File: src/rtl/tc_pkg.sv
package tc_pkg;
  localparam int BYTE_W = 8;
  localparam int PRE_W  = 5;
  localparam int ADDR_W = 3;
  localparam int MC_DIV = 12;

  localparam logic [ADDR_W-1:0] ADDR_CFG  = 3'd0;
  localparam logic [ADDR_W-1:0] ADDR_CTRL = 3'd1;
  localparam logic [ADDR_W-1:0] ADDR_LO0  = 3'd2;
  localparam logic [ADDR_W-1:0] ADDR_HI0  = 3'd3;
  localparam logic [ADDR_W-1:0] ADDR_LO1  = 3'd4;
  localparam logic [ADDR_W-1:0] ADDR_HI1  = 3'd5;

  typedef enum logic [1:0] {
    MODE_13B    = 2'd0,
    MODE_16B    = 2'd1,
    MODE_RELOAD = 2'd2,
    MODE_SPLIT  = 2'd3
  } tc_mode_e;

  typedef struct packed {
    logic     gate;
    logic     ext;
    tc_mode_e mode;
  } tc_cfg_t;
endpackage

File: src/rtl/tc_tick_gen.sv
module tc_tick_gen #(
  parameter int DIV = 12
) (
  input  logic clk_i,
  input  logic rst_ni,
  output logic tick_o
);
  localparam int CNT_W = (DIV > 1) ? $clog2(DIV) : 1;
  localparam logic [CNT_W-1:0] CNT_LAST = CNT_W'(DIV - 1);
  localparam logic [CNT_W-1:0] CNT_ONE  = CNT_W'(1);

  logic [CNT_W-1:0] cnt_q;

  always_ff @(posedge clk_i or negedge rst_ni) begin
    if (!rst_ni)               cnt_q <= '0;
    else if (cnt_q == CNT_LAST) cnt_q <= '0;
    else                       cnt_q <= cnt_q + CNT_ONE;
  end

  assign tick_o = (cnt_q == CNT_LAST);


  tick_gap_chk: assert property (@(posedge clk_i) disable iff (!rst_ni)
    tick_o |=> !tick_o);
endmodule

File: src/rtl/tc_pin_edge.sv
module tc_pin_edge (
  input  logic clk_i,
  input  logic rst_ni,
  input  logic tick_i,
  input  logic pin_i,
  output logic fall_o
);
  logic sync1_q, sync2_q, smp_q, fall_q;

  always_ff @(posedge clk_i or negedge rst_ni) begin
    if (!rst_ni) begin
      sync1_q <= 1'b1;
      sync2_q <= 1'b1;
      smp_q   <= 1'b1;
      fall_q  <= 1'b0;
    end else begin
      sync1_q <= pin_i;
      sync2_q <= sync1_q;
      if (tick_i) begin
        smp_q  <= sync2_q;
        fall_q <= smp_q & ~sync2_q;
      end
    end
  end

  assign fall_o = fall_q;

  // edge flag only changes on machine-cycle boundary
  edge_hold_chk: assert property (@(posedge clk_i) disable iff (!rst_ni)
    !tick_i |=> $stable(fall_o));
endmodule

File: src/rtl/tc_channel.sv
module tc_channel
  import tc_pkg::*;
#(
  parameter int BW = BYTE_W,
  parameter int PW = PRE_W
) (
  input  logic          clk_i,
  input  logic          rst_ni,
  input  tc_mode_e      mode_i,
  input  logic          inc_i,
  input  logic          aux_inc_i,
  input  logic          lo_we_i,
  input  logic          hi_we_i,
  input  logic [BW-1:0] wdata_i,
  output logic [BW-1:0] lo_o,
  output logic [BW-1:0] hi_o,
  output logic          ovf_o,
  output logic          aux_ovf_o
);
  localparam logic [PW-1:0]   PRE_ONE  = PW'(1);
  localparam logic [BW-1:0]   BYTE_ONE = BW'(1);
  localparam logic [2*BW-1:0] WORD_ONE = (2*BW)'(1);

  logic [BW-1:0] lo_q, hi_q, lo_n, hi_n;
  logic          ovf, aux_ovf;

  always_comb begin
    lo_n    = lo_q;
    hi_n    = hi_q;
    ovf     = 1'b0;
    aux_ovf = 1'b0;
    unique case (mode_i)
      MODE_13B: if (inc_i) begin
        if (&lo_q[PW-1:0]) begin
          lo_n[PW-1:0] = '0;
          hi_n         = hi_q + BYTE_ONE;
          ovf          = &hi_q;
        end else begin
          lo_n[PW-1:0] = lo_q[PW-1:0] + PRE_ONE;
        end
      end
      MODE_16B: if (inc_i) begin
        {hi_n, lo_n} = {hi_q, lo_q} + WORD_ONE;
        ovf          = &{hi_q, lo_q};
      end
      MODE_RELOAD: if (inc_i) begin
        if (&lo_q) begin
          lo_n = hi_q;
          ovf  = 1'b1;
        end else begin
          lo_n = lo_q + BYTE_ONE;
        end
      end
      MODE_SPLIT: begin
        if (inc_i) begin
          lo_n = lo_q + BYTE_ONE;
          ovf  = &lo_q;
        end
        if (aux_inc_i) begin
          hi_n    = hi_q + BYTE_ONE;
          aux_ovf = &hi_q;
        end
      end
      default: ;
    endcase
    // register write wins over the increment
    if (lo_we_i) lo_n = wdata_i;
    if (hi_we_i) hi_n = wdata_i;
  end

  always_ff @(posedge clk_i or negedge rst_ni) begin
    if (!rst_ni) begin
      lo_q <= '0;
      hi_q <= '0;
    end else begin
      lo_q <= lo_n;
      hi_q <= hi_n;
    end
  end

  assign lo_o      = lo_q;
  assign hi_o      = hi_q;
  assign ovf_o     = ovf;
  assign aux_ovf_o = aux_ovf;


  lo_write_chk: assert property (@(posedge clk_i) disable iff (!rst_ni)
    lo_we_i |=> lo_o == $past(wdata_i));

  wide_step_chk: assert property (@(posedge clk_i) disable iff (!rst_ni)
    (mode_i == MODE_16B && inc_i && !lo_we_i && !hi_we_i)
      |=> {hi_o, lo_o} == $past({hi_o, lo_o}) + WORD_ONE);

  reload_chk: assert property (@(posedge clk_i) disable iff (!rst_ni)
    (mode_i == MODE_RELOAD && inc_i && &lo_o && !lo_we_i)
      |=> lo_o == $past(hi_o));

  pre_hold_chk: assert property (@(posedge clk_i) disable iff (!rst_ni)
    (mode_i == MODE_13B && !lo_we_i) |=> lo_o[BW-1:PW] == $past(lo_o[BW-1:PW]));
endmodule

File: src/rtl/dual_timer_counter.sv
module dual_timer_counter
  import tc_pkg::*;
(
  input  logic              clk_i,
  input  logic              rst_ni,
  input  logic              reg_we_i,
  input  logic [ADDR_W-1:0] reg_addr_i,
  input  logic [BYTE_W-1:0] reg_wdata_i,
  output logic [BYTE_W-1:0] reg_rdata_o,
  input  logic [1:0]        gate_i,
  input  logic [1:0]        cnt_pin_i,
  output logic [1:0]        ovf_flag_o,
  output logic              baud_tick_o
);
  localparam int NCH = 2;

  tc_cfg_t [NCH-1:0] cfg_q;
  logic [NCH-1:0]    run_q, flag_q, flag_set, flag_keep;
  logic [NCH-1:0]    fall, en, inc, aux_inc, ovf, aux_ovf, lo_we, hi_we;
  logic [BYTE_W-1:0] lo [NCH];
  logic [BYTE_W-1:0] hi [NCH];
  logic              tick, split, ctrl_wr;

  tc_tick_gen #(.DIV(MC_DIV)) i_tick (
    .clk_i (clk_i),
    .rst_ni(rst_ni),
    .tick_o(tick)
  );

  assign split   = (cfg_q[0].mode == MODE_SPLIT);
  assign ctrl_wr = reg_we_i && (reg_addr_i == ADDR_CTRL);

  for (genvar c = 0; c < NCH; c++) begin : g_ch
    localparam logic [ADDR_W-1:0] A_LO = ADDR_LO0 + ADDR_W'(2 * c);
    localparam logic [ADDR_W-1:0] A_HI = ADDR_HI0 + ADDR_W'(2 * c);
    logic src;

    tc_pin_edge i_edge (
      .clk_i (clk_i),
      .rst_ni(rst_ni),
      .tick_i(tick),
      .pin_i (cnt_pin_i[c]),
      .fall_o(fall[c])
    );

    assign en[c]    = run_q[c] & (~cfg_q[c].gate | gate_i[c]);
    assign src      = cfg_q[c].ext ? fall[c] : 1'b1;
    assign lo_we[c] = reg_we_i && (reg_addr_i == A_LO);
    assign hi_we[c] = reg_we_i && (reg_addr_i == A_HI);

    if (c == 0) begin : g_main
      assign inc[c]     = tick & en[c] & src;
      assign aux_inc[c] = tick & run_q[1] & split;
    end else begin : g_other
      // layout 3 on this channel stops it
      assign inc[c]     = tick & en[c] & src & (cfg_q[c].mode != MODE_SPLIT);
      assign aux_inc[c] = 1'b0;
    end

    tc_channel i_chan (
      .clk_i    (clk_i),
      .rst_ni   (rst_ni),
      .mode_i   (cfg_q[c].mode),
      .inc_i    (inc[c]),
      .aux_inc_i(aux_inc[c]),
      .lo_we_i  (lo_we[c]),
      .hi_we_i  (hi_we[c]),
      .wdata_i  (reg_wdata_i),
      .lo_o     (lo[c]),
      .hi_o     (hi[c]),
      .ovf_o    (ovf[c]),
      .aux_ovf_o(aux_ovf[c])
    );
  end

  assign flag_set[0] = ovf[0];
  assign flag_set[1] = split ? aux_ovf[0] : (ovf[1] | aux_ovf[1]);
  assign flag_keep   = ctrl_wr ? reg_wdata_i[3:2] : 2'b11;

  always_ff @(posedge clk_i or negedge rst_ni) begin
    if (!rst_ni) begin
      cfg_q  <= '0;
      run_q  <= '0;
      flag_q <= '0;
    end else begin
      if (reg_we_i && reg_addr_i == ADDR_CFG) cfg_q <= reg_wdata_i;
      if (ctrl_wr) run_q <= reg_wdata_i[1:0];
      flag_q <= (flag_q & flag_keep) | flag_set;
    end
  end

  always_comb begin
    unique case (reg_addr_i)
      ADDR_CFG:  reg_rdata_o = cfg_q;
      ADDR_CTRL: reg_rdata_o = {4'b0, flag_q, run_q};
      ADDR_LO0:  reg_rdata_o = lo[0];
      ADDR_HI0:  reg_rdata_o = hi[0];
      ADDR_LO1:  reg_rdata_o = lo[1];
      ADDR_HI1:  reg_rdata_o = hi[1];
      default:   reg_rdata_o = '0;
    endcase
  end

  assign ovf_flag_o  = flag_q;
  assign baud_tick_o = ovf[1];


  flag0_set_chk: assert property (@(posedge clk_i) disable iff (!rst_ni)
    ovf[0] |=> ovf_flag_o[0]);

  ch1_stop_chk: assert property (@(posedge clk_i) disable iff (!rst_ni)
    (cfg_q[1].mode == MODE_SPLIT && !lo_we[1] && !hi_we[1])
      |=> ($stable(lo[1]) && $stable(hi[1])));

  no_own_flag_chk: assert property (@(posedge clk_i) disable iff (!rst_ni)
    (split && baud_tick_o && !aux_ovf[0] && !ovf_flag_o[1]) |=> !ovf_flag_o[1]);

  gate_hold_chk: assert property (@(posedge clk_i) disable iff (!rst_ni)
    (cfg_q[0].gate && !gate_i[0] && !split && !lo_we[0] && !hi_we[0])
      |=> ($stable(lo[0]) && $stable(hi[0])));
endmodule

File: config.mk
export PLATFORM = sky130hd
export DESIGN_NAME = dual_timer_counter
export DESIGN_NICKNAME = d
export VERILOG_FILES = /design/src/rtl/tc_pkg.sv /design/src/rtl/tc_tick_gen.sv /design/src/rtl/tc_pin_edge.sv /design/src/rtl/tc_channel.sv /design/src/rtl/dual_timer_counter.sv
export SDC_FILE = /design/constraint.sdc
export NUM_CORES = 1
export LEC_CHECK = 0
export ABC_AREA = 1
export BUFFER_PORTS_ARGS = -buffer_cell sky130_fd_sc_hd__buf_2
export CAP_MARGIN = 20
export CORE_ASPECT_RATIO = 0.8
export CORE_MARGIN = 4
export CORE_UTILIZATION = 42
export CTS_BUF_LIST = sky130_fd_sc_hd__clkbuf_2 sky130_fd_sc_hd__clkbuf_4 sky130_fd_sc_hd__clkbuf_8
export DETAILED_ROUTE_END_ITERATION = 7
export GPL_TIMING_DRIVEN = 0
export PLACE_DENSITY_LB_ADDON = 0.25
export REMOVE_ABC_BUFFERS = 1
export SYNTH_ARGS = -nofsm -noshare
export SYNTH_HDL_FRONTEND = slang
export SYNTH_SLANG_ARGS = --single-unit
File: constraint.sdc
create_clock -name clk_i -period 2.8 [get_ports clk_i]
set_input_delay 0.14 -clock clk_i [delete_from_list [all_inputs] [get_ports clk_i]]
set_output_delay 0.14 -clock clk_i [all_outputs]
set_load 0.005 [all_outputs]
After elaboration in Yosys (flattened, before gate mapping). Cells that the tools add are included.

Bits in registers: 56. Output and inout port bits: 11. Logic and storage cells: 156.

Add/sub/neg operators: 9. Equal/unequal tests: 28. Multiplexer cells: 50. Bitwise operators: 19. Reductions and logical operators: 27.

Operator list (number): two-way mux 8 bit (19); case mux 8 bit (6 select lines) (1); != test 3 x 1 -> 1 bit (second input constant) (15); case mux 5 bit (4 select lines) (2); adder 16 x 1 -> 16 bit (second input constant) (2); adder 8 x 1 -> 8 bit (second input constant) (4); AND reduction 16 bit (2); AND reduction 8 bit (4); case mux 8 bit (3 select lines) (1); two-way mux 5 bit (4); AND reduction 4 bit (5); case mux 3 bit (3 select lines) (2); two-way mux 1 bit (16); case mux 8 bit (2 select lines) (1); AND reduction 5 bit (3); nonzero test 4 bit (3); bitwise AND 1 bit (11); adder 5 x 1 -> 5 bit (second input constant) (2); equality test 2 bit (second input constant) (4); case mux 1 bit (4 select lines) (2); equality test 3 x 2 -> 1 bit (second input constant) (2); equality test 3 bit (second input constant) (2); logical AND 1 bit (6); adder 4 x 1 -> 4 bit (second input constant) (1); 13 further kinds (19).

Depth between registers and ports, before layout. Gate-level depths: netlist of the first run.

Depth in word-level cells: 10. Gate-level depth with buffers: 13. Gate-level depth less buffers: 13.

Hierarchy. Synthesis of the first run repeated with hierarchy kept, for this count alone.

Cells, all modules: 720. Area, all modules: 4581.9 um^2.

Modules (own cells, without submodules): tc_channel (instances 2, cells an instance 244, area an instance 1511.4 um^2, sequential area each 400.4 um^2); dual_timer_counter (instances 1, cells an instance 186, area an instance 1106.1 um^2, sequential area each 300.3 um^2); tc_pin_edge (instances 2, cells an instance 12, area an instance 135.1 um^2, sequential area each 103.8 um^2); tc_tick_gen (instances 1, cells an instance 22, area an instance 182.7 um^2, sequential area each 100.1 um^2).

Worst setup path before layout of the first run. OpenSTA, ideal clock, no wires.

Kind: register to register. Start: reg g_ch[0].i_chan.lo_q[0]. End: reg g_ch[0].i_chan.hi_q[3]. Arrival time: 1.656 ns. Data required time: 2.735 ns. Setup slack: 1.079 ns. Stages on the path, launching flop included: 11. Path buffers: 0. Path through: dfrtp_1 ha_1 nand2_1 nor2_2 ha_1 o21ai_0 a21oi_2 nand2_4 nor2_8 nand3_1 nand2_1.

Word-level cells in the longest chain between the ends: 4.

Ends and longest elaborated chain: start, declared (RTL line tc_channel.sv:24) `logic [BW-1:0] lo_q, hi_q, lo_n, hi_n;`; start signal, assigned (RTL line tc_channel.sv:76) `lo_q <= lo_n;`; adder 16 x 1 -> 16 bit (RTL line tc_channel.sv:43) `{hi_n, lo_n} = {hi_q, lo_q} + WORD_ONE;`; two-way mux 8 bit (RTL line tc_channel.sv:42) `MODE_16B: if (inc_i) begin`; case mux 8 bit (3 select lines) (RTL line tc_channel.sv:32) `unique case (mode_i)`; two-way mux 8 bit (RTL line tc_channel.sv:68) `if (hi_we_i) hi_n = wdata_i;`; end signal, assigned (RTL line tc_channel.sv:77) `hi_q <= hi_n;`; end, declared (RTL line tc_channel.sv:24).

Parallel ways exist; a longest one is shown, timed or not. The select of a mux whose other input is x is not followed. A chain may end at the register's enable or synchronous reset.

Worst setup path after layout of the first run.
Start: reg g_ch[1].i_chan.lo_q[1]. End: out baud_tick_o.

Word-level cells in the longest chain between the ends: 4.

Ends and longest elaborated chain: start, declared (RTL line tc_channel.sv:24); start signal, assigned (RTL line tc_channel.sv:76); AND reduction 8 bit / AND reduction 5 bit (equally long branches) (RTL line tc_channel.sv:47, tc_channel.sv:57, tc_channel.sv:34); two-way mux 1 bit (on tied branches) (RTL line tc_channel.sv:47, tc_channel.sv:34); two-way mux 1 bit (on tied branches) (RTL line tc_channel.sv:46, tc_channel.sv:33); case mux 1 bit (4 select lines) (*) (RTL line tc_channel.sv:32); end, declared (RTL line dual_timer_counter.sv:13) `output logic baud_tick_o`.

Every way passes the cells marked *; elsewhere a longest branch is shown, timed or not.

==> results of run 1 <==
==> per-layer routing <==
metal  vias to the layer above  track usage [%]  part of all wire (%)
met3                        11             4.55                   7.6
li1                       2199                -                     -
met1                      2033             34.4                    49
met4                         0             3.70                  0.83
met2                       135             32.6                    42
met5                         -                0                     0
==> cell usage after synthesis, types with 4 or more instances <==
master and number:
nor3_1 7, o21ai_1 8, nand2_1 213, o211ai_1 6, o22ai_1 4, nor2_1 41
nor2_4 8, nand4_1 8, nand2_2 8, xor2_1 5, inv_1 85, clkinv_1 4
inv_2 13, nor2_2 4, nand3_1 73, a22oi_1 4, nand3_2 4, a21oi_1 26
dfrtp_1 50, ha_1 16, dfstp_2 6, o21ai_0 41
==> cell type report <==
cell class              count  area [um^2]
clock buffers               7         96.3
clock inverters             1         30.0
fillers                  1040         5080
inverters                 102          383
multi-input cells         497         2530
flip-flops and latches     56         1410
well taps                 136          170
repair buffers             32          190
==> state kept, by name (all words and copies together) (netlist names) <==
signal               cells
g_ch.i_edge.sync1_q      2
g_ch.i_edge.fall_o       2
cfg_q                    8
run_q                    2
g_ch.i_edge.sync2_q      2
i_tick.cnt_q             4
g_ch.i_chan.lo_o        16
g_ch.i_chan.hi_o        16
ovf_flag_o               2
g_ch.i_edge.smp_q        2
==> logic make-up (layout without fill, tap and decap cells) <==
group                      count (synthesis)  count (layout)  synth area share (%)
and+or+nand+nor                          378             378                  39.7
DFF                                       56              56                  32.3
adders and majority gates                 16              16                  4.59
AOI/OAI and AO/OA                         98              98                  12.7
buffers and inverters                    107             142                  9.75
xor gates and xnor gates                   5               5                  1.00
==> how the worst max path moves through the flow <==
stage                                         to                   start  depth (start not counted)
after CTS                            baud_tick_o  g_ch[1].i_chan.lo_o[1]                          8
final                                baud_tick_o  g_ch[1].i_chan.lo_o[1]                          8
after global routing                 baud_tick_o  g_ch[1].i_chan.lo_o[1]                          8
after global placement    g_ch[1].i_chan.hi_o[0]  g_ch[1].i_chan.lo_o[1]                         10
after floorplan           g_ch[0].i_chan.hi_o[3]  g_ch[0].i_chan.lo_o[0]                         10
after detailed placement  g_ch[1].i_chan.hi_o[1]  g_ch[1].i_chan.lo_o[1]                         11
==> repair_timing <==
item,CTS,global route
gates resized for setup,0,0
hold buffers,3,0
hold endpoints to repair,20,0
==> power by group through the flow <==
stage / clock [W] / combinational [W] / sequential (W)
final: 0.000592 / 0.00142 / 0.00136
after global routing: 0.000648 / 0.00163 / 0.00140
after CTS: 0.000613 / 0.00141 / 0.00135
after detailed placement: 0 / 0.00140 / 0.00136
after global placement: 0 / 0.00137 / 0.00135
after floorplan: 0 / 0.00108 / 0.00124
==> worst max-delay path: cells and delay by family (launching register included) <==
kind                     cells  cell delay [ns]
adder cells (fa/ha/maj)      2             0.39
flip-flops                   1             0.49
buffers and inverters        1             0.11
AND/OR/NAND/NOR              5             0.82
==> metrics by stage <==
stage               setup slack (ns)  area, um^2  power (W)  std cells
detailed placement             0.724        4650    0.00276        820
CTS                            0.485        4810    0.00337        831
floorplan                       1.08        4320    0.00232        655
global placement               0.773        4630    0.00272        819
global route                   0.266        4810    0.00367        831
finish                         0.507        4810    0.00338        831
==> run metrics, run 1 <==
Int Power roughly 0.0019 W; max-cap viol count 0; IO buf count 28; gr ovfl total 0; Seq/Total Area, Yosys 32.3%; global-route wire length before repair 21.0 mm; worst-path fanout max 6; sequential power share between 40 and 50%; share of the synthesized area in the top cell type 28.7%; 1st-iter DRT viols 390; Boundary Pins 29; WHS 0.0351 ns; Setup violations, final 0; Avg Cell Area, Syn 6.61 um^2; Clk Latency, worst-skew pair 0.32 ns; combinational share of power 42.1%; wire length per cell about 16 um; most frequent cells in the layout nand2_1 (213), inv_1 (85), nand3_1 (73), dfrtp_1 (50); # rows 32; DRT Wirelength 13.0 mm; most common cell after layout, fill and taps aside nand2_1; Clk pwr share ~18%; worst hold path startpoint reg_wdata_i[1]; Mapped Area 0.00436 mm^2; Period Utilization, post-route around four fifths; initial antenna violation count 0; Hold Violations, Final 0; largest net degree at the start of global routing 33; Slew @ Worst Pin 0.553 ns; Die Area 0.0121 mm^2; status finished clean; Hold Path Depth 3; Root Driver clkbuf_8; CTS Sinks 56; Critical Path AT 2.15 ns; Avg Vias per Cell between 5 and 6; Distinct cells, synth 38; Async SR Flop Fraction 100%; Pre-Repair DR Iteration Count 5; RSZ-0062 raised after global routing false; critical path's largest stage delay 0.49 ns; Hold/Removal Path Class in -> reg; post-CTS setup buffers 0; Hold EP g_ch[0].i_chan.hi_o[1]; Num CTS Buffers 5; NetSw 0.00152 W; Worst R2R Path Depth 10; DIE HEIGHT 99.2 um; Worst-path clk slew 0.10 ns; biggest area consumer among synthesized cells dfrtp_1; number of flops mapped to enable cells by yosys 0; Primary FF master, synth dfrtp_1; DRC 0; CP endpoint kind output port; Power Dens Cells 703 mW/mm^2; final core utilization 48.6%; leakage between 2 and 3 nW; Clock Path Buffers 2; Diodes inserted 0; Max Clk Rate between 400 and 500 MHz; NumNets Final 728; slowest CP cell dfrtp_1; Area Growth Syn to Fin 10.2%; post-DP HPWL 10.2 mm; via count 4378; CTS tree done; layout cell share with drive strength beyond 1 13.2%; switch share about 45%; Core ar. slightly below 0.01 mm^2; critical path, cell by cell ha_1 > nand2_1 > nor2_1 > ha_1 > nor2_1 > nor3b_1 > and3_1 > buf_2; vias in the first global route 3983; flop2flop setup slack roughly 0.71 ns; Worst EP required 2.66 ns; Slew HR 63.1%; Fin Setup TNS 0 ns; Synth area leaders dfrtp_1 (29%), nand2_1 (18%), nand3_1 (8.4%); FF-to-FF Start g_ch[1].i_chan.lo_o[1]; Cells after Synth 660; final slew viol count 0; Initial Util 44.1%; GRT Util Overall 22.3%; Synthesis Warnings 0; worst r2r dst g_ch[1].i_chan.hi_o[3]; RD Place Congestion 0.973; VDD IR-drop max 0.000420 V; Final min period between 2 and 2.5 ns; Final ANT Viol Nets 0; Seq cells post-synth 56; CP startpoint kind flip-flop; Die Wd ~120 um; H-tree lvl count 2; clk_skew ~0.0073 ns; Setup Crit Path Kind reg -> out
Power figures use the tool's default switching activity.
==> run 2, diff against run 1 <==
--- a/config.mk
+++ b/config.mk
@@ -5,7 +5,7 @@
 export SDC_FILE = /design/constraint.sdc
 export NUM_CORES = 1
 export LEC_CHECK = 0
-export ABC_AREA = 1
+export ABC_AREA = 0
 export BUFFER_PORTS_ARGS = -buffer_cell sky130_fd_sc_hd__buf_2
 export CAP_MARGIN = 20
 export CORE_ASPECT_RATIO = 0.8
==> constraint.sdc (replaced) <==
create_clock -name clk_i -period 2 [get_ports clk_i]
set_input_delay 0.1 -clock clk_i [delete_from_list [all_inputs] [get_ports clk_i]]
set_output_delay 0.1 -clock clk_i [all_outputs]
set_load 0.005 [all_outputs]
==> run 2 against run 1 <==
  * The run now ends with setup timing left
  * Synthesized cell count down 29%
  * Worst setup slack worse by 0.64 ns
  * Clock skew up 0.0034 ns
  * Core utilization up 5.6 points
  * Die area down 7.5%
  * Sequential cell count unchanged
  * Final area up 3.6%
  * Sequential power up 43%
  * Critical path type is now reg -> reg
  * Largest cell class unchanged
==> run metrics, run 2 <==
status complete, but fails checks; failing checks setup timing; commonest cells in the netlist dfrtp_1 (50), nand2_1 (48), nor2_1 (37); IO buf count 28; biggest area consumer among synthesized cells dfrtp_1; RD Place Congestion around 0.9; placed insts about 600; Power Dens Cells 984 mW/mm^2; wire length per cell 20.5 um; most frequent cells in the layout nand2_1 (46), dfrtp_1 (38), nor2_1 (36), o21ai_0 (29), buf_2 (29); final slew viol count 0; Hold/Removal Path Class in -> reg; Final min period 2.13 ns; Diodes inserted 0; Slew @ Worst Pin between 0.9 and 1 ns; Seq cells post-synth 56; Die Area around 0.011 mm^2; Critical Path AT ~2.3 ns; Clock Path Buffers 2; Synth area leaders dfrtp_1 (31%), ha_1 (5.0%), mux2_2 (4.8%); CP endpoint g_ch[0].i_chan.hi_o[6]; flop2flop setup slack -0.13 ns; CP startpoint kind flip-flop; # rows 31; Fin Setup TNS -0.895 ns; Avg Vias per Cell 6.33; Worst R2R Path Depth 10; Setup Crit Path Kind reg -> reg; CTS Sinks 56; Avg Cell Area, Syn approximately 8.6 um^2; VDD IR-drop max between 0.0005 and 0.0006 V; GRT Util Overall roughly 23%; Seq/Total Area, Yosys 35.1%; DRC 0; largest net degree at the start of global routing 37; vias in the first global route 3564; DIE HEIGHT 95.4 um; Async SR Flop Fraction 100%; final worst slack -0.130 ns; layout cell share with drive strength beyond 1 between 30% and 40%; Setup violations, final 10; via count a little under 4000; Area Growth Syn to Fin 24.2%; 1st-iter DRT viols 497; Core ar. 0.00919 mm^2; Hold Violations, Final 0; DRT Wirelength roughly 13 mm; post-DP HPWL 8.88 mm; max-cap viol count 0; most common cell in the netlist dfrtp_1; Distinct cells, synth 66; Pre-Repair DR Iteration Count 5; Synthesis Warnings 0; Slew HR a little under two fifths; worst-path fanout max 4; Root Driver clkbuf_8; FF-to-FF Start g_ch[0].i_chan.lo_o[1]; Clk Latency, worst-skew pair 0.33 ns; Boundary Pins 29; initial antenna violation count 0; CTS tree done; clk_skew 0.0107 ns; global-route wire length before repair between 15 and 20 mm; H-tree lvl count 2; Max Clk Rate 470 MHz; leakage 2.00 nW; RSZ-0062 raised after global routing true; Primary FF master, synth dfrtp_1; Mapped Area 0.00401 mm^2; Period Utilization, post-route 106%; Num CTS Buffers 5; Cells after Synth 466; share of the synthesized area in the top cell type between 30% and 40%; NumNets Final 547; Worst EP required 2.19 ns; Die Wd 117 um; Final ANT Viol Nets 0; number of flops mapped to enable cells by yosys 0; worst r2r dst g_ch[0].i_chan.hi_o[6]; most common cell after layout, fill and taps aside nand2_1; Worst-path clk slew 0.11 ns; gr ovfl total 0; CP endpoint kind flip-flop; Initial Util between 40% and 50%; final non-filler cell total 629; CP startpoint g_ch[0].i_chan.lo_o[1]; Design Power 0.00490 W
run 2: cell types whose count changed after synthesis, moves of 10 or more:
cell / previous run / this run
nand2_1: 213 / 48
inv_1: 85 / 17
nand3_1: 73 / 23
clkbuf_1: 1 / 20
mux2_2: 0 / 17
and3_1: 1 / 14
inv_2: 13 / 0
a31oi_1: 0 / 10
run 2: routing by layer:
layer / global-route usage [%] / wire length [um]
met1: 36.3 / 6160
met2: 33.1 / 5510
met3: 4.70 / 1110
met4: 3.82 / 106
met5: 0 / 0
run 2: kinds of logic after synthesis:
| logic type | share of synthesized area (%) |
|---|---|
| AND/OR/NAND/NOR | 24.8 |
| AO/OA/AOI/OAI | 20.3 |
| flip-flops | 35.1 |
| buffers and inverters | 3.99 |
| multiplexers | 6.65 |
| XOR/XNOR | 4.15 |
| adder cells (fa/ha/maj) | 4.99 |
run 2: cell type report:
cell class                 instances  area (um^2)
clock buffer                       5         68.8
clock inverter                     3         21.3
fill                             830         4210
inverter                          17         63.8
multi-input combinational        368         2810
sequential                        56         1420
tap                              115          144
timing repair buffer              65          450
run 2: worst max-delay path: stages (launching register included):
cell      delay, ns
dfrtp_2        0.41
ha_4           0.15
and3_4         0.19
ha_4           0.14
inv_2          0.04
a222oi_1       0.31
buf_4          0.21
buf_6          0.11
nand4b_1       0.14
xor2_1         0.20
a21oi_1        0.08
run 2: repair_timing:
item / 4_1_cts / 5_1_grt
setup buffers: 20 / 12
gates resized for setup: 57 / 31
pin swaps: 17 / 21
setup endpoints to repair: 30 / 29
endpoints found under the hold margin: 17 / 0
hold buffers: 3 / 0
run 2: worst min path at each step:
stage,start,cells after the start,slack (ns),to
final,reg_wdata_i[7],3,0.06,g_ch[1].i_chan.hi_o[7]
after global routing,reg_wdata_i[7],3,0.06,g_ch[1].i_chan.hi_o[7]
after CTS,reg_wdata_i[0],3,0.07,run_q[0]
after detailed placement,rst_ni,1,0.10,i_tick.cnt_q[2]
after global placement,cnt_pin_i[0],1,0.21,g_ch[0].i_edge.sync1_q
after floorplan,rst_ni,0,-0.20,cfg_q[0]
run 2: power by group:
group	leakage, nW	internal [W]	switching (W)	total (W)
clock network	0.0445	0.000251	0.000421	0.000672
registers	0.661	0.00145	0.000501	0.00195
logic	1.29	0.00108	0.00120	0.00228
run 2: stage by stage:
| stage | instance area, um^2 | setup slack [ns] | util (%) | hold WS, ns |
|---|---|---|---|---|
| floorplan | 3910 | -0.465 | - | -0.196 |
| global placement | 4200 | -1.14 | 45.7 | 0.208 |
| detailed placement | 4220 | -1.16 | 45.9 | 0.101 |
| CTS | 4770 | -0.0597 | 51.9 | 0.0708 |
| global route | 4980 | -0.212 | 54.2 | 0.0576 |
| finish | 4980 | -0.130 | 54.2 | 0.0611 |
==> run 3, diff against run 2 <==
--- a/config.mk
+++ b/config.mk
@@ -6,16 +6,17 @@
 export NUM_CORES = 1
 export LEC_CHECK = 0
 export ABC_AREA = 0
-export BUFFER_PORTS_ARGS = -buffer_cell sky130_fd_sc_hd__buf_2
 export CAP_MARGIN = 20
 export CORE_ASPECT_RATIO = 0.8
 export CORE_MARGIN = 4
 export CORE_UTILIZATION = 42
 export CTS_BUF_LIST = sky130_fd_sc_hd__clkbuf_2 sky130_fd_sc_hd__clkbuf_4 sky130_fd_sc_hd__clkbuf_8
 export DETAILED_ROUTE_END_ITERATION = 7
+export DONT_BUFFER_PORTS = 1
 export GPL_TIMING_DRIVEN = 0
 export PLACE_DENSITY_LB_ADDON = 0.25
 export REMOVE_ABC_BUFFERS = 1
+export SKIP_LAST_GASP = 1
 export SYNTH_ARGS = -nofsm -noshare
 export SYNTH_HDL_FRONTEND = slang
 export SYNTH_SLANG_ARGS = --single-unit
==> run 3 against run 2 <==
  * The flow still finishes with violations (setup timing)
  * Hold slack got worse by 0.043 ns
  * Non-clock buffer count is 33 lower
  * Core utilization shrank 2.2 points
  * Sequential power is essentially flat
  * Via count decreased by 3.3%
  * Critical path depth fell by 2
  * Register-to-register slack gained 0.04 ns
  * Largest cell class unchanged
  * Largest power group unchanged
  * Highest routed layer unchanged
==> run metrics, run 3 (synthesis results as in run 2) <==
status complete, but fails checks; failing checks setup timing; largest net degree at the start of global routing 57; # rows 31; FF-to-FF Start cfg_q[1]; Pre-Repair DR Iteration Count 5; max-cap viol count 0; clk_skew 0.0141 ns; RD Place Congestion approximately 0.90; Setup Crit Path Kind reg -> reg; Power Dens Cells a little under 1000 mW/mm^2; Slew HR 37.0%; Area Growth Syn to Fin 19.2%; Period Utilization, post-route 105%; DRC 0; Diodes inserted 0; CP endpoint kind flip-flop; Worst-path clk slew around 0.11 ns; post-DP HPWL 8.74 mm; most frequent cells in the layout nand2_1 (48), dfrtp_1 (41), nor2_1 (36), o21ai_0 (31), nand3_1 (21); layout cell share with drive strength beyond 1 23.3%; Avg Vias per Cell between 6 and 7; global-route wire length before repair around 20 mm; worst hold path startpoint reg_wdata_i[7]; VDD IR-drop max 0.000415 V; Design Area, Final 0.00478 mm^2; Hold/Removal Path Class in -> reg; FILL cells 846; most common cell after layout, fill and taps aside nand2_1; Worst EP required between 2 and 2.5 ns; Initial Util 43.6%; vias in the first global route 3633; Final ANT Viol Nets 0; DIE HEIGHT 95.4 um; Num CTS Buffers 5; 1st-iter DRT viols 403; H-tree lvl count 2; GRT Util Overall 23.2%; Critical Path AT about 2.3 ns; CP startpoint cfg_q[1]; CP startpoint kind flip-flop; Final min period 2.09 ns; Area after DPL 0.00406 mm^2; Max Clk Rate between 400 and 500 MHz; Fin Setup TNS -0.479 ns; Slew @ Worst Pin 0.939 ns; final slew viol count 0; Boundary Pins 29; NumNets Final 514; IO buf count 0; CTS Sinks 56; Clk Latency, worst-skew pair 0.33 ns; Core ar. 0.00919 mm^2; wire length per cell 21.7 um; RSZ-0062 raised after global routing true; Root Driver clkbuf_8; Setup violations, final 8; gr ovfl total 0; initial antenna violation count 0; Hold Violations, Final 0; leakage about 1.8 nW; final worst slack -0.0905 ns; Clock Path Buffers 2; Die Area 0.0112 mm^2; DRT Wirelength 12.9 mm; Die Wd about 120 um; worst-path fanout max 7; via count just under 4000; CTS tree done
==> run 3: cell count changes in the layout (fill, tap and decap cells not counted), moves of 3 or more <==
cell | previous run | this run
buf_2 | 29 | 1
dfrtp_2 | 12 | 9
dfrtp_1 | 38 | 41
dlygate4sd3_1 | 3 | 11
buf_4 | 28 | 18
buf_6 | 4 | 1
==> run 3: final timing paths <==
path	slack, ns	endpoint	cells after the start
worst max-delay path	-0.09	g_ch[0].i_chan.hi_o[5]	8
worst min-delay path	0.02	g_ch[0].i_chan.lo_o[7]	2
worst max register to register	-0.09	g_ch[0].i_chan.hi_o[5]	8
worst min register to register	0.36	g_ch[1].i_edge.sync2_q	0
max in group asynchronous	1.38	g_ch[1].i_edge.smp_q	2
min in group asynchronous	0.33	g_ch[0].i_edge.fall_o	2
==> run 3: per-layer routing <==
metal,part of all wire [%],track usage [%]
met1,47,35.8
met2,42,32.1
met3,9.0,6.03
met4,1.7,5.44
met5,0,0
==> run 3: area by class of cell <==
cell class | count | area (um^2) | area share, %
repair buffers | 32 | 289 | 6.05
clock buffers | 7 | 90.1 | 1.88
flip-flops and latches | 56 | 1420 | 29.7
inverters | 17 | 63.8 | 1.33
well taps | 115 | 144 | 3.01
multi-input cells | 368 | 2770 | 57.9
clock inverters | 1 | 7.51 | 0.157
==> run 3: critical path: stages, from the launching register on <==
cell	delay [ns]
dfrtp_1	0.45
inv_1	0.17
ha_4	0.21
inv_1	0.10
a222oi_1	0.31
buf_4	0.22
nor4b_2	0.25
xnor2_1	0.16
a21oi_1	0.08
==> run 3: what timing repair did <==
item	in CTS	in global routing
pin swaps	5	14
hold endpoints to repair	99	0
hold buffers	12	0
setup buffers	11	8
gates resized for setup	37	37
setup endpoints to repair	30	30
==> run 3: where the power goes <==
group          leakage [nW]  switching [W]  internal, W
sequential            0.665       0.000517      0.00144
combinational          1.13        0.00111     0.000987
clock                0.0479       0.000400     0.000297
==> run 3: metrics by stage <==
step                      util (%)  total power, W  cells  worst slack [ns]  hold WS, ns
after floorplan                  -         0.00300    441            -0.465       -0.196
after global placement        44.1         0.00344    556             -1.10       -0.193
after detailed placement      44.2         0.00348    556             -1.13       -0.193
after CTS                     49.4         0.00448    587            -0.103       0.0109
after global routing          52.0         0.00506    596            -0.233      0.00113
final                         52.0         0.00475    596           -0.0905       0.0182
